## config.mk

```make
export PLATFORM = sky130hd
export DESIGN_NAME = tmr_core
export DESIGN_NICKNAME = d
export VERILOG_FILES = /design/src/rtl/tmr_pkg.sv /design/src/rtl/tmr_sampdiv.sv /design/src/rtl/tmr_regs.sv /design/src/rtl/tmr_count.sv /design/src/rtl/tmr_core.sv
export SDC_FILE = /design/constraint.sdc
export NUM_CORES = 1
export LEC_CHECK = 0
export ABC_CLOCK_PERIOD_IN_PS = 6480
export BUFFER_PORTS_ARGS = -buffer_cell sky130_fd_sc_hd__buf_2
export CORE_MARGIN = 4
export CORE_UTILIZATION = 49
export DETAILED_ROUTE_END_ITERATION = 8
export HOLD_SLACK_MARGIN = 0.15
export PLACE_DENSITY = 0.75
export REMOVE_ABC_BUFFERS = 1
export SLEW_MARGIN = 10
export SYNTH_ARGS = -nofsm -noshare
export SYNTH_HDL_FRONTEND = slang
export SYNTH_SLANG_ARGS = --single-unit
```

## constraint.sdc

```tcl
create_clock -name clk -period 6.48 [get_ports clk]
set_input_delay 0.972 -clock clk [delete_from_list [all_inputs] [get_ports clk]]
set_output_delay 0.972 -clock clk [all_outputs]
set_load 0.02 [all_outputs]
```

## src/rtl/tmr_pkg.sv

```systemverilog
package tmr_pkg;

    localparam int CTRL_W = 9;

    typedef enum logic [1:0] {
        ALN_EDGE     = 2'b00,
        ALN_CTR_DN   = 2'b01,
        ALN_CTR_UP   = 2'b10,
        ALN_CTR_BOTH = 2'b11
    } align_e;

    localparam logic [1:0] SEL_CTRL   = 2'd0;
    localparam logic [1:0] SEL_RELOAD = 2'd1;
    localparam logic [1:0] SEL_EVENT  = 2'd2;
    localparam logic [1:0] SEL_STATUS = 2'd3;

    // Packed order gives the bit layout: [8:7] ckd .. [0] en
    typedef struct packed {
        logic [1:0] ckd;
        logic       preload;
        logic       reqsrc;
        logic       opm;
        align_e     align;
        logic       dir;
        logic       en;
    } ctrl_t;

endpackage

```

## src/rtl/tmr_sampdiv.sv

```systemverilog
module tmr_sampdiv #(
    parameter int DIV_W = 2
) (
    input  logic       clk,
    input  logic       rst_n,
    input  logic [1:0] ckd_i,
    output logic       samp_en_o
);
    logic [DIV_W-1:0] div_d, div_q;
    logic [DIV_W-1:0] mask;

    always_comb begin
        div_d = div_q + 1'b1;
        case (ckd_i)
            2'b00:   mask = '0;
            2'b01:   mask = DIV_W'(1);
            default: mask = DIV_W'(3);
        endcase
        samp_en_o = ((div_q & mask) == mask);
    end

    always_ff @(posedge clk or negedge rst_n) begin
        if (!rst_n) div_q <= '0;
        else        div_q <= div_d;
    end

    // at divide-by-4 two pulses are never adjacent
    a_r12_div4_spacing: assert property (@(posedge clk) disable iff (!rst_n)
        (samp_en_o && ckd_i[1]) |=> (!samp_en_o || !ckd_i[1]));

endmodule

```

## src/rtl/tmr_regs.sv

```systemverilog
module tmr_regs
    import tmr_pkg::*;
#(
    parameter int               CNT_W   = 16,
    parameter logic [CNT_W-1:0] ARR_RST = '1
) (
    input  logic             clk,
    input  logic             rst_n,
    input  logic             wr_en_i,
    input  logic [1:0]       wr_sel_i,
    input  logic [CNT_W-1:0] wr_data_i,
    input  logic             slave_upd_i,
    input  logic             ovf_i,
    input  logic             udf_i,
    output ctrl_t            ctrl_o,
    output logic [CNT_W-1:0] arr_act_o,
    output logic [CNT_W-1:0] arr_shd_o,
    output logic             flag_o,
    output logic             reinit_o
);
    typedef struct packed {
        ctrl_t            ctrl;
        logic [CNT_W-1:0] arr_act;
        logic [CNT_W-1:0] arr_shd;
        logic             flag;
    } regs_t;

    regs_t s_d, s_q;
    ctrl_t wr_ctrl;
    logic  ctrl_wr, arr_wr, stat_wr, ug, uev;

    always_comb begin
        s_d     = s_q;
        ctrl_wr = wr_en_i && (wr_sel_i == SEL_CTRL);
        arr_wr  = wr_en_i && (wr_sel_i == SEL_RELOAD);
        stat_wr = wr_en_i && (wr_sel_i == SEL_STATUS);
        ug      = wr_en_i && (wr_sel_i == SEL_EVENT) && wr_data_i[0];
        uev     = ovf_i || udf_i || ug || slave_upd_i;
        wr_ctrl = ctrl_t'(wr_data_i[CTRL_W-1:0]);

        // control word: refuse edge->center while running; dir is
        // writable only when the resulting mode is edge-aligned
        if (s_q.ctrl.en && (s_q.ctrl.align == ALN_EDGE))
            wr_ctrl.align = ALN_EDGE;
        if (wr_ctrl.align != ALN_EDGE)
            wr_ctrl.dir = s_q.ctrl.dir;
        if (ctrl_wr)
            s_d.ctrl = wr_ctrl;
        else if (uev && s_q.ctrl.opm)
            s_d.ctrl.en = 1'b0;

        // reload limit with optional buffering
        if (uev)
            s_d.arr_act = s_q.arr_shd;
        if (arr_wr) begin
            s_d.arr_shd = wr_data_i;
            if (!s_q.ctrl.preload)
                s_d.arr_act = wr_data_i;
        end

        // sticky request flag, set wins over clear
        if (stat_wr && !wr_data_i[0])
            s_d.flag = 1'b0;
        if (ovf_i || udf_i || (!s_q.ctrl.reqsrc && (ug || slave_upd_i)))
            s_d.flag = 1'b1;
    end

    always_ff @(posedge clk or negedge rst_n) begin
        if (!rst_n) begin
            s_q.ctrl    <= '0;
            s_q.arr_act <= ARR_RST;
            s_q.arr_shd <= ARR_RST;
            s_q.flag    <= 1'b0;
        end else begin
            s_q <= s_d;
        end
    end

    assign ctrl_o    = s_q.ctrl;
    assign arr_act_o = s_q.arr_act;
    assign arr_shd_o = s_q.arr_shd;
    assign flag_o    = s_q.flag;
    assign reinit_o  = ug || slave_upd_i;

    // a buffered limit holds without an update event
    a_r7_buffered_hold: assert property (@(posedge clk) disable iff (!rst_n)
        (s_q.ctrl.preload && !ovf_i && !udf_i && !reinit_o) |=> $stable(arr_act_o));

    // one-pulse mode stops the counter at an update event
    a_r11_opm_stop: assert property (@(posedge clk) disable iff (!rst_n)
        (s_q.ctrl.en && s_q.ctrl.opm && (ovf_i || udf_i || reinit_o) && !ctrl_wr)
        |=> !ctrl_o.en);

    // the flag stays set until a clearing status write
    a_r10_flag_sticky: assert property (@(posedge clk) disable iff (!rst_n)
        (flag_o && !stat_wr) |=> flag_o);

    // a running edge-aligned counter stays edge-aligned
    a_r6_no_switch_running: assert property (@(posedge clk) disable iff (!rst_n)
        (s_q.ctrl.en && (s_q.ctrl.align == ALN_EDGE)) |=> (ctrl_o.align == ALN_EDGE));

endmodule

```

## src/rtl/tmr_count.sv

```systemverilog
module tmr_count
    import tmr_pkg::*;
#(
    parameter int CNT_W = 16
) (
    input  logic             clk,
    input  logic             rst_n,
    input  logic             en_i,
    input  align_e           align_i,
    input  logic             ctrl_dir_i,
    input  logic [CNT_W-1:0] arr_i,
    input  logic [CNT_W-1:0] arr_shd_i,
    input  logic             reinit_i,
    output logic [CNT_W-1:0] cnt_o,
    output logic             dir_o,
    output logic             ovf_o,
    output logic             udf_o
);
    localparam logic [CNT_W-1:0] ONE = CNT_W'(1);

    typedef struct packed {
        logic [CNT_W-1:0] cnt;
        logic             dir;
    } cnt_t;

    cnt_t s_d, s_q;
    logic center, down;

    always_comb begin
        s_d    = s_q;
        ovf_o  = 1'b0;
        udf_o  = 1'b0;
        center = (align_i != ALN_EDGE);
        down   = center ? s_q.dir : ctrl_dir_i;

        if (reinit_i) begin
            s_d.cnt = down ? arr_shd_i : '0;
        end else if (en_i) begin
            if (!down) begin
                if (s_q.cnt >= arr_i) begin
                    ovf_o   = 1'b1;
                    s_d.cnt = (center && (arr_i != '0)) ? arr_i - ONE : '0;
                end else begin
                    s_d.cnt = s_q.cnt + ONE;
                end
            end else begin
                if (s_q.cnt == '0) begin
                    udf_o   = 1'b1;
                    s_d.cnt = center ? ((arr_i != '0) ? ONE : '0) : arr_i;
                end else begin
                    s_d.cnt = s_q.cnt - ONE;
                end
            end
        end

        if (!center)   s_d.dir = ctrl_dir_i;
        else if (ovf_o) s_d.dir = 1'b1;
        else if (udf_o) s_d.dir = 1'b0;
    end

    always_ff @(posedge clk or negedge rst_n) begin
        if (!rst_n) s_q <= '0;
        else        s_q <= s_d;
    end

    assign cnt_o = s_q.cnt;
    assign dir_o = s_q.dir;

    // edge up counting advances by one below the limit
    a_r1_up_step: assert property (@(posedge clk) disable iff (!rst_n)
        (en_i && !reinit_i && (align_i == ALN_EDGE) && !ctrl_dir_i && (cnt_o < arr_i))
        |=> (cnt_o == $past(cnt_o) + ONE));

    // edge down counting reloads the limit from zero
    a_r2_down_reload: assert property (@(posedge clk) disable iff (!rst_n)
        (en_i && !reinit_i && (align_i == ALN_EDGE) && ctrl_dir_i && (cnt_o == '0))
        |=> (cnt_o == $past(arr_i)));

    // center mode turns downward at the top
    a_r3_turn_down: assert property (@(posedge clk) disable iff (!rst_n)
        (en_i && !reinit_i && (align_i != ALN_EDGE) && !dir_o && (cnt_o >= arr_i))
        |=> dir_o);

endmodule

```

## src/rtl/tmr_core.sv

```systemverilog
module tmr_core
    import tmr_pkg::*;
#(
    parameter int               CNT_W   = 16,
    parameter logic [CNT_W-1:0] ARR_RST = '1
) (
    input  logic             clk,
    input  logic             rst_n,
    input  logic             wr_en_i,
    input  logic [1:0]       wr_sel_i,
    input  logic [CNT_W-1:0] wr_data_i,
    input  logic             slave_upd_i,
    input  logic             upd_ie_i,
    output logic [CNT_W-1:0] cnt_o,
    output logic [CNT_W-1:0] arr_o,
    output logic [8:0]       ctrl_o,
    output logic             dir_o,
    output logic             cmp_phase_o,
    output logic             samp_en_o,
    output logic             upd_req_o
);
    ctrl_t            ctrl;
    logic [CNT_W-1:0] arr_shd;
    logic             flag, reinit, ovf, udf, hw_dir;
    ctrl_t            view;

    tmr_regs #(.CNT_W(CNT_W), .ARR_RST(ARR_RST)) regs_i (
        .clk(clk), .rst_n(rst_n),
        .wr_en_i(wr_en_i), .wr_sel_i(wr_sel_i), .wr_data_i(wr_data_i),
        .slave_upd_i(slave_upd_i), .ovf_i(ovf), .udf_i(udf),
        .ctrl_o(ctrl), .arr_act_o(arr_o), .arr_shd_o(arr_shd),
        .flag_o(flag), .reinit_o(reinit)
    );

    tmr_count #(.CNT_W(CNT_W)) count_i (
        .clk(clk), .rst_n(rst_n),
        .en_i(ctrl.en), .align_i(ctrl.align), .ctrl_dir_i(ctrl.dir),
        .arr_i(arr_o), .arr_shd_i(arr_shd), .reinit_i(reinit),
        .cnt_o(cnt_o), .dir_o(hw_dir), .ovf_o(ovf), .udf_o(udf)
    );

    tmr_sampdiv #(.DIV_W(2)) sampdiv_i (
        .clk(clk), .rst_n(rst_n), .ckd_i(ctrl.ckd), .samp_en_o(samp_en_o)
    );

    always_comb begin
        dir_o    = (ctrl.align == ALN_EDGE) ? ctrl.dir : hw_dir;
        view     = ctrl;
        view.dir = dir_o;
        ctrl_o   = view;
        case (ctrl.align)
            ALN_CTR_DN: cmp_phase_o = dir_o;
            ALN_CTR_UP: cmp_phase_o = !dir_o;
            default:    cmp_phase_o = 1'b1;
        endcase
        upd_req_o = flag && upd_ie_i;
    end

    // immediate reset check
    always @(posedge clk) begin
        if (!rst_n) begin
            a_r13_reset_quiet: assert (cnt_o == '0 && !upd_req_o);
        end
    end

endmodule

```

==> results.json <==
{
  "status": "complete, no violations",
  "antenna_cells": 0,
  "grt_max_degree": 62,
  "finalSetupViolations": 0,
  "ys_types": 65,
  "min_period_ns": 3.787,
  "power_density_nw_per_um2": 424.0,
  "start_util_pct": 50.64,
  "via_per_inst": 6.293,
  "path_buf_inv": 3,
  "syn_inst": 524,
  "die_h_um": 106.2,
  "die_w_um": 106.2,
  "synth-edff-count": 0,
  "relSlewSlack_pct": 23.54,
  "maxCapViolCount": 0,
  "dieArea_um2": 11270,
  "cts.htree.levels": 3,
  "worstMarginPinSlew_ns": 1.143,
  "report.final.hold_viol_count": 0,
  "critPathCaptureType": "output port",
  "postRouteWirelength_mm": 14.36,
  "cts_hold_buf": 0,
  "root_buffer": "clkbuf_8",
  "cts.sinks": 61,
  "clock_latency_ns": 0.35,
  "antenna_found_initial": 0,
  "synth_warnings": 0,
  "postCtsSetupBuffers": 0,
  "synthArstFlopShare_pct": 100.0,
  "hpwl_mm": 10.28,
  "r2r_cells": 8,
  "yosys.area.top_type": "dfstp_2",
  "yosys-top-cells-area": "dfstp_2 18%, dfrtp_1 15%, ha_1 6.4%",
  "post-route-drc-count": 0,
  "drive_gt1_share_pct": 28.45,
  "cts_tree": "yes",
  "ant_nets": 0,
  "grt_pass1_wl_mm": 23.09,
  "cp.depth": 7,
  "p_leak_uw": 0.002155,
  "rsz0062_at_grt": "no",
  "path_class": "reg -> out",
  "fin_worst_skew_ns": 0.01118,
  "cp-start-kind": "register",
  "slew_viol_final": 0,
  "port_buffers": 67,
  "grt-ovfl-total": 0,
  "syn_to_final_growth_pct": 11.23,
  "ys_ff_latch": 61,
  "dr.pass1.iters": 5,
  "critical_path.top_delay_family": "adder cells",
  "crit_path_start": "regs_i.ctrl_o[3]",
  "slowest_delay_ns": 0.68,
  "crit_path_end": "cmp_phase_o",
  "core_um2": 9328,
  "dr_total_vias": 4418,
  "yosysTopAreaCellShare_pct": 17.80,
  "holdWs_ns": 0.4631,
  "drt-initial-drc-count": 370,
  "grt.total_usage_pct": 25.90,
  "crit_path_top_delay_cell": "ha_1",
  "clk_pin_slew_worst_paths_ns": 0.07,
  "grt_pass1_vias": 4208,
  "cp.arrival_ns": 2.82,
  "cp_max_fo": 20,
  "post-route-util_pct": 56.32,
  "fillers": 867,
  "cts.path.max_buffers": 2,
  "cp_common_cell": "inv_1",
  "row_count": 35,
  "final_cell_mix": "67 x buf_2, 48 x nand2_1, 32 x dfstp_2, 29 x dfrtp_1, 28 x inv_1",
  "place_ws_ns": 2.821,
  "reg2reg_from": "regs_i.arr_act_o[7]",
  "peakVddDrop_mv": 0.1546,
  "io_pins": 68,
  "cp.required_ns": 5.51,
  "syn_area_um2": 4723,
  "gp_congestion": 0.9972,
  "fmax_mhz": 264.1,
  "cts_buffers": 9,
  "tns_ns": 0,
  "nets": 615,
  "r2r_setup_slack_ns": 2.73,
  "r2r-end": "count_i.cnt_o[8]",
  "seq_area_frac_synth_pct": 33.17,
  "synth_flop_cell": "dfstp_2",
  "cts_resized": 0,
  "syn_area_per_cell_um2": 9.014,
  "cp_cell_sequence": "inv_1 > ha_1 > mux2i_1 > inv_1 > nand2_1 > nand3_1 > buf_2",
  "hold_path.class": "reg -> reg",
  "fin_crit_sh_pct": 58.44,
  "avgRoutedWirePerCell_um": 20.46,
  "final_common_cell": "buf_2",
  "fin_ws_ns": 2.693
}
## synthesized netlist by cell type (7+ instances only)
| cell type | number |
|---|---|
| o21ai_0 | 21 |
| o221a_2 | 15 |
| nand4_1 | 11 |
| nor4_1 | 10 |
| xor2_1 | 7 |
| clkbuf_1 | 19 |
| mux2i_1 | 12 |
| dfstp_2 | 32 |
| nor3_1 | 19 |
| a21oi_1 | 21 |
| nand2_1 | 48 |
| inv_1 | 28 |
| nand3_1 | 23 |
| ha_1 | 24 |
| mux2_2 | 18 |
| dfrtp_1 | 29 |
| buf_2 | 8 |
| xnor2_1 | 26 |
| or3_1 | 21 |
| o32a_1 | 8 |
| a221oi_1 | 8 |
| nor2_1 | 27 |
## cells by family after synthesis
group | after synthesis | synth area share (%)
AND/OR/NAND/NOR | 191 | 21.48
AO/OA/AOI/OAI | 118 | 19.50
buffers and inverters | 67 | 6.543
flip-flops | 61 | 33.17
XOR/XNOR | 33 | 6.119
multiplexers | 30 | 6.834
adder cells (fa/ha/maj) | 24 | 6.358
## layout make-up
| type | instances | area, µm² | area share, % |
|---|---|---|---|
| multi-input cells | 396 | 2848 | 54.20 |
| clock buffers | 10 | 137.6 | 2.620 |
| flip-flops and latches | 61 | 1567 | 29.82 |
| repair buffers | 72 | 372.9 | 7.097 |
| clock inverters | 6 | 62.56 | 1.191 |
| well taps | 129 | 161.4 | 3.072 |
| inverters | 28 | 105.1 | 2.000 |
## state kept, by name, indices dropped and copies added (netlist names)
register and cells:
regs_i.ctrl_o 9, regs_i.flag_o 1, sampdiv_i.div_q 2, regs_i.arr_shd_o 16
regs_i.arr_act_o 16, count_i.cnt_o 16, count_i.dir_o 1
## per-stage QoR
stage,total power [µW],area (µm²),instances
4_1_cts,2210,5254,702
5_1_grt,2366,5254,702
2_1_floorplan,1463,4519,485
3_5_place_dp,1846,5054,686
3_3_place_gp,1828,5054,686
6_report,2228,5254,702
## worst min-delay path by stage
stage / start / end / slack (ns) / cells past startpoint
2_1_floorplan: sampdiv_i.div_q[0] / sampdiv_i.div_q[0] / 0.43 / 1
3_3_place_gp: sampdiv_i.div_q[0] / sampdiv_i.div_q[0] / 0.45 / 1
3_5_place_dp: sampdiv_i.div_q[1] / sampdiv_i.div_q[1] / 0.45 / 1
4_1_cts: sampdiv_i.div_q[1] / sampdiv_i.div_q[1] / 0.46 / 1
5_1_grt: sampdiv_i.div_q[0] / sampdiv_i.div_q[0] / 0.49 / 1
6_report: sampdiv_i.div_q[1] / sampdiv_i.div_q[1] / 0.46 / 1
## report_power, final
part	switching, µW	internal (µW)
sequential	263	521
clock	169	187
combinational	651	436
total	1080	1140
## layer usage
| layer | routed length, µm | share of wire [%] | up-vias | global-route usage, % |
|---|---|---|---|---|
| li1 | - | - | 2044 | - |
| met1 | 6321 | 44 | 2141 | 35.75 |
| met2 | 6520 | 45 | 216 | 39.91 |
| met3 | 1354 | 9.4 | 17 | 7.468 |
| met4 | 164 | 1.1 | 0 | 6.568 |
| met5 | 0 | 0 | - | 0 |
(Power assumes the default switching activity.)
